==> src/rtl/fld_decim_pkg.sv <==
package fld_decim_pkg;

    typedef enum logic {
        FIELD_ODD  = 1'b0,
        FIELD_EVEN = 1'b1
    } field_e;

    // position of the current input line within the frame
    typedef struct packed {
        logic   line_odd;
        field_e field;
    } line_pos_t;

    localparam line_pos_t POS_RESET = '{line_odd: 1'b1, field: FIELD_ODD};

    function automatic logic line_is_kept(input line_pos_t pos);
        return (pos.field == FIELD_ODD) ? pos.line_odd : !pos.line_odd;
    endfunction

endpackage

==> src/rtl/fld_line_track.sv <==
module fld_line_track
    import fld_decim_pkg::*;
(
    input  logic      clk,
    input  logic      rst,
    input  logic      beat_acc,
    input  logic      beat_sof,
    input  logic      beat_last,
    input  field_e    field_in,
    output line_pos_t cur_pos,
    output logic      keep
);

    line_pos_t pos_q;

    // a start-of-frame beat is always line 1 of the newly selected field
    always_comb begin
        if (beat_sof) begin
            cur_pos = '{line_odd: 1'b1, field: field_in};
        end else begin
            cur_pos = pos_q;
        end
        keep = line_is_kept(cur_pos);
    end

    always_ff @(posedge clk) begin
        if (rst) begin
            pos_q <= POS_RESET;
        end else if (beat_acc) begin
            if (beat_sof) begin
                pos_q <= '{line_odd: !beat_last, field: field_in};
            end else if (beat_last) begin
                pos_q.line_odd <= !pos_q.line_odd;
            end
        end
    end

endmodule

==> src/rtl/fld_sof_regen.sv <==
module fld_sof_regen (
    input  logic clk,
    input  logic rst,
    input  logic beat_acc,
    input  logic beat_sof,
    input  logic beat_last,
    input  logic keep,
    output logic sof_out
);

    logic owed_q;
    logic line_start_q;

    assign sof_out = keep & (beat_sof | (owed_q & line_start_q));

    always_ff @(posedge clk) begin
        if (rst) begin
            owed_q       <= 1'b0;
            line_start_q <= 1'b1;
        end else if (beat_acc) begin
            line_start_q <= beat_last;
            if (beat_sof) begin
                owed_q <= !keep;
            end else if (keep) begin
                owed_q <= 1'b0;
            end
        end
    end

endmodule

==> src/rtl/fld_line_decim.sv <==
module fld_line_decim
    import fld_decim_pkg::*;
#(
    parameter int DATA_W = 24
) (
    input  logic              clk,
    input  logic              rst,
    input  logic              field_sel,
    input  logic [DATA_W-1:0] s_tdata,
    input  logic              s_tvalid,
    output logic              s_tready,
    input  logic              s_tlast,
    input  logic              s_tuser,
    output logic [DATA_W-1:0] m_tdata,
    output logic              m_tvalid,
    input  logic              m_tready,
    output logic              m_tlast,
    output logic              m_tuser
);

    line_pos_t cur_pos;
    logic      keep;
    logic      beat_acc;
    logic      sof_out;

    assign beat_acc = s_tvalid & s_tready;

    fld_line_track u_track (
        .clk       (clk),
        .rst       (rst),
        .beat_acc  (beat_acc),
        .beat_sof  (s_tuser),
        .beat_last (s_tlast),
        .field_in  (field_e'(field_sel)),
        .cur_pos   (cur_pos),
        .keep      (keep)
    );

    fld_sof_regen u_sof (
        .clk       (clk),
        .rst       (rst),
        .beat_acc  (beat_acc),
        .beat_sof  (s_tuser),
        .beat_last (s_tlast),
        .keep      (keep),
        .sof_out   (sof_out)
    );

    // removed lines are swallowed, kept lines follow downstream ready
    assign s_tready = keep ? m_tready : 1'b1;
    assign m_tvalid = s_tvalid & keep;
    assign m_tdata  = s_tdata;
    assign m_tlast  = s_tlast;
    assign m_tuser  = sof_out;

endmodule

==> config.mk <==
export PLATFORM = sky130hd
export DESIGN_NAME = fld_line_decim
export DESIGN_NICKNAME = d
export VERILOG_FILES = /design/src/rtl/fld_decim_pkg.sv /design/src/rtl/fld_line_track.sv /design/src/rtl/fld_sof_regen.sv /design/src/rtl/fld_line_decim.sv
export SDC_FILE = /design/constraint.sdc
export NUM_CORES = 1
export LEC_CHECK = 0
export ABC_AREA = 1
export CELL_PAD_IN_SITES_DETAIL_PLACEMENT = 1
export CELL_PAD_IN_SITES_GLOBAL_PLACEMENT = 2
export CORE_ASPECT_RATIO = 1.25
export CORE_MARGIN = 2
export CORE_UTILIZATION = 23
export DETAILED_ROUTE_END_ITERATION = 7
export DONT_BUFFER_PORTS = 1
export PLACE_DENSITY_LB_ADDON = 0.1
export SETUP_SLACK_MARGIN = 0.15
export SLEW_MARGIN = 20
export SYNTH_ARGS = -nofsm -noshare
export SYNTH_HDL_FRONTEND = slang
export SYNTH_SLANG_ARGS = --single-unit
==> constraint.sdc <==
create_clock -name clk -period 1.4 [get_ports clk]
set_clock_uncertainty 0.2 [all_clocks]
set_input_delay 0.28 -clock clk [delete_from_list [all_inputs] [get_ports clk]]
set_output_delay 0.28 -clock clk [all_outputs]
set_load 0.02 [all_outputs]
## Word-level counts from Yosys, hierarchy flattened

Index checks and enable logic that the tools add are counted.

| word-level totals | value |
|---|---|
| register bits | 4 |
| input bits | 31 |
| output and inout bits | 28 |
| logic and storage cells | 25 |

| operators by class | value |
|---|---|
| muxes and demuxes | 7 |
| bitwise operators | 5 |
| reductions and logical operators | 9 |

Operator list:

| kind | count |
|---|---|
| 1-bit two-way mux | 6 |
| 2-bit AND reduction | 3 |
| 1-bit bitwise AND | 4 |
| 1-bit logical NOT | 4 |
| 2-bit nonzero test | 2 |
| 2-bit two-way mux | 1 |
| 1-bit bitwise OR | 1 |

## Longest topological paths before layout

Gate-level depths: netlist of run 1.

| logic depth | value |
|---|---|
| depth in word-level cells | 6 |
| depth in mapped cells | 8 |
| mapped depth without buffers | 8 |

## Cells and area by module

A second synthesis of run 1 with hierarchy kept.

| unflattened totals | value |
|---|---|
| cell total of the unflattened synthesis | 68 |
| area total of the unflattened synthesis | 430.4 um2 |

By module, submodules not included:

| module | times used | cells an instance | area an instance (um2) | sequential area each (um2) |
|---|---|---|---|---|
| fld_line_decim | 1 | 31 | 215.2 | 0.0 |
| fld_line_track | 1 | 23 | 126.4 | 40.0 |
| fld_sof_regen | 1 | 14 | 88.8 | 40.0 |

## Worst setup path after synthesis of run 1

OpenSTA, ideal clock, no wires.

| timing path | value |
|---|---|
| path type | reg-to-output |
| start | register u_track.pos_q[1] (netlist bit) |
| end | output m_tvalid |
| arrival | 951 ps |
| data required time | 920 ps |
| slack | -31 ps |
| cell stages (with the launch flop) | 6 |
| buffers on the path | 0 |
| path through | dfxtp_1 nor2_1 inv_1 nand2_1 nand2_1 nor2_1 |

| between the ends | value |
|---|---|
| cells in the longest elaborated chain, start to end | 4 |

Ends and longest elaborated chain:

| element | RTL line | source |
|---|---|---|
| from (decl) | fld_line_track.sv:14 | `line_pos_t pos_q;` |
| from (signal assigned) | fld_line_track.sv:31 | `pos_q <= '{line_odd: !beat_last, field: field_in};` |
| 2-bit two-way mux * | fld_line_track.sv:18 | `if (beat_sof) begin` |
| 1-bit logical NOT | fld_decim_pkg.sv:17 | `return (pos.field == FIELD_ODD) ? pos.line_odd : !pos.line_odd;` |
| 1-bit two-way mux * | fld_decim_pkg.sv:17 |  |
| 1-bit bitwise AND * | fld_line_decim.sv:51 | `assign m_tvalid = s_tvalid & keep;` |
| to (decl) | fld_line_decim.sv:15 | `output logic m_tvalid,` |

Every way passes the cells marked *; elsewhere a longest branch is shown, timed or not.

## Final worst setup path of run 1

Ends and elaborated chain as after synthesis.

==> results.yml, run 1 <==
hold_path:
  hold_path_depth: 2
  hold_end: "u_sof.line_start_q"
  min_from: "rst"
  worstHoldPathType: "primary input to register"
logic_synthesis:
  ys_types: 11
  ys.flop_type: "dfxtp_1"
  synth-seq-cells: 4
  yosysMostFrequentCell: "buf_4"
  ys_top_cells_by_count: "25 x buf_4, 9 x nand2_1, 8 x inv_1"
  syn_area_per_cell_um2: 6.830
  synth.area.top_cells: "buf_4 45%, dfxtp_1 19%, nand2_1 8.1%"
  synth-edff-count: 0
  synth-async-reset-ratio_pct: 0
  synth_top_area_share_pct: 45.05
  syn_area_um2: 416.7
  synth_top_area_cell: "buf_4"
  yosysWarnings: 0
  synthCells: 61
  ys_seq_area_share_pct: 19.22
  syn_nets: 92
worst_setup_path:
  startpoint_type: "register"
  rr_worst_depth: 7
  crit_chain: "nor2_4, inv_2, nand2_4, nand2_4, nor2_4"
  required_ns: 0.92
  crit_type: "register to output port"
  worstPathMaxFanout: 3
  crit_arrival_ns: 1.03
  reg2reg_to: "u_track.pos_q[1]"
  cpMaxStageDelayCell: "dfxtp_2"
  slowest_delay_ns: 0.32
  worst_setup_path_end_kind: "output port"
  rr_startpoint: "u_track.pos_q[1]"
  r2r_slack_ns: 0.09
floorplanning:
  num_rows: 17
  dieArea_um2: 2170
  core_um2: 1744
  dieWidth_um: 42.07
  dieHeight_um: 51.59
  initial_core_util_pct: 23.89
  ioPinCount: 59
drt:
  drc: 0
  vias: 266
  drt_iter0_markers: 2
  vias_per_cell: 4.290
  ant_nets: 0
  dr.pass1.iters: 2
  wirelength_um: 823
  avgRoutedWirePerCell_um: 13.27
grt:
  grt_max_degree: 6
  grt-ovfl-total: 0
  grt_pass1_wl_um: 1276
  grt_pass1_vias: 305
  track_usage_pct: 8.140
  grt_antenna_before_repair: 0
finish:
  antenna_cells: 0
  syn2layout_area_growth_pct: -12.31
  drive_gt1_share_pct: 44.19
  nNetsFinal: 76
  finalInstanceArea_um2: 365.4
  fin_cells: 62
sta:
  finalMaxSlewViolations: 0
  tightest_slew_ns: 0.3144
  setup-violations-final: 3
  fmax_ghz: 0.6603
  relSlewSlack_pct: 78.95
  grt_setup_unrepaired: "true"
  tns_ns: -0.2818
  hold_violations: 0
  post-route-period-util_pct: 108.2
  fin_ws_ns: -0.1145
  fin_crit_ns: 1.515
  holdWs_ns: 0.008101
clock_tree:
  cts_tree: "built"
  clock_sinks: 4
  clk_pin_slew_ns: 0.03
  cts_root_buf: "clkbuf_4"
  clkLatencyLatePin_ns: 0.23
  h-tree-depth: 1
  cts_buffer_depth: 2
  numCtsBuffers: 3
placed_design:
  placed_cells: 55
  hpwlAfterDp_um: 675
  gp_congestion: 0.6055
  place_area_um2: 280.3
  io_buffers: 0
power_and_ir_drop:
  finalPower_uw: 346.0
  power_density_nw_per_um2: 947.1
  leakagePower_uw: 0.0001701
  ir_drop_mv: 0.3299
status:
  failed_checks: "setup timing"
  status: "finished, violations left"
flow_run:
  maxCapViolCount: 0
## power by group
group	switching [uW]	internal, uW
Clock	42.1	95.5
Combinational	48.9	30.8
Sequential	5.11	124
Total	96.1	250
## through the flow
| stage | utilization, % | worst slack, ns |
|---|---|---|
| 2_1_floorplan | - | 0.1356 |
| 3_3_place_gp | 16.07 | 0.01299 |
| 3_5_place_dp | 16.07 | -0.002278 |
| 4_1_cts | 19.73 | -0.1750 |
| 5_1_grt | 20.95 | -0.1855 |
| 6_report | 20.95 | -0.1145 |
## layout make-up
class | count | area, um2
Fill cell | 218 | 1379
Sequential cell | 4 | 82.58
Timing Repair Buffer | 4 | 32.53
Inverter | 8 | 30.03
Clock buffer | 3 | 22.52
Multi-Input combinational cell | 24 | 173.9
Tap cell | 19 | 23.77
## cells in the final DEF (no fill, tap or decap), drive strengths merged
master,instances
dfxtp,4
dlygate4sd3,1
nor2,3
o21ai,2
nand2,9
clkbuf,3
nand3,5
inv,8
buf,3
nand4,1
a21oi,3
o211ai,1
## what timing repair did
| item | CTS | global route |
|---|---|---|
| hold endpoints to repair | 1 | 0 |
| setup endpoints to repair | 6 | 6 |
| gates resized for setup | 6 | 3 |
| hold buffers | 1 | 0 |
| setup buffers | 1 | 2 |
| pin swaps | 4 | 3 |
## flip-flops by register name (all words and copies together) (netlist names)
name	cells
u_sof.owed_q	1
u_track.pos_q	2
u_sof.line_start_q	1
## worst max-delay path, delay by kind of cell, from the launching register on
family,cells,cell delay (ns)
buffers and inverters,1,0.06
flip-flops,1,0.32
AND/OR/NAND/NOR,4,0.42
## logic make-up (layout without fill, tap and decap cells)
| kind of cell | count (synthesis) | in the layout | share of synthesized area [%] |
|---|---|---|---|
| compound gates | 6 | 6 | 7.808 |
| flops | 4 | 4 | 19.22 |
| buf+inv | 33 | 15 | 52.25 |
| simple gates | 18 | 18 | 20.72 |
## layer usage
layer | vias to the layer above | wire (um) | GRT usage, %
met4 | 0 | 8 | 10.42
met1 | 122 | 280 | 7.128
met5 | - | 0 | 0
met3 | 4 | 94 | 2.778
li1 | 130 | - | -
met2 | 10 | 439 | 13.02
## how the worst max path moves through the flow
stage	slack (ns)	startpoint	end
after global placement	0.01	u_track.pos_q[1]	u_track.pos_q[1]
after floorplan	0.14	u_track.pos_q[1]	m_tvalid
after CTS	-0.17	u_track.pos_q[1]	m_tvalid
final	-0.11	u_track.pos_q[1]	m_tvalid
after detailed placement	-0.002	u_track.pos_q[1]	u_track.pos_q[1]
after global routing	-0.19	u_track.pos_q[1]	m_tvalid
No activity file was read; power rests on OpenSTA's default activity.
==> inputs of run 2 (changes only) <==
Settings changed: SKIP_LAST_GASP set to 1.
==> results of run 2 <==
Final layout, timing and power as in run 1 (identical DEF).
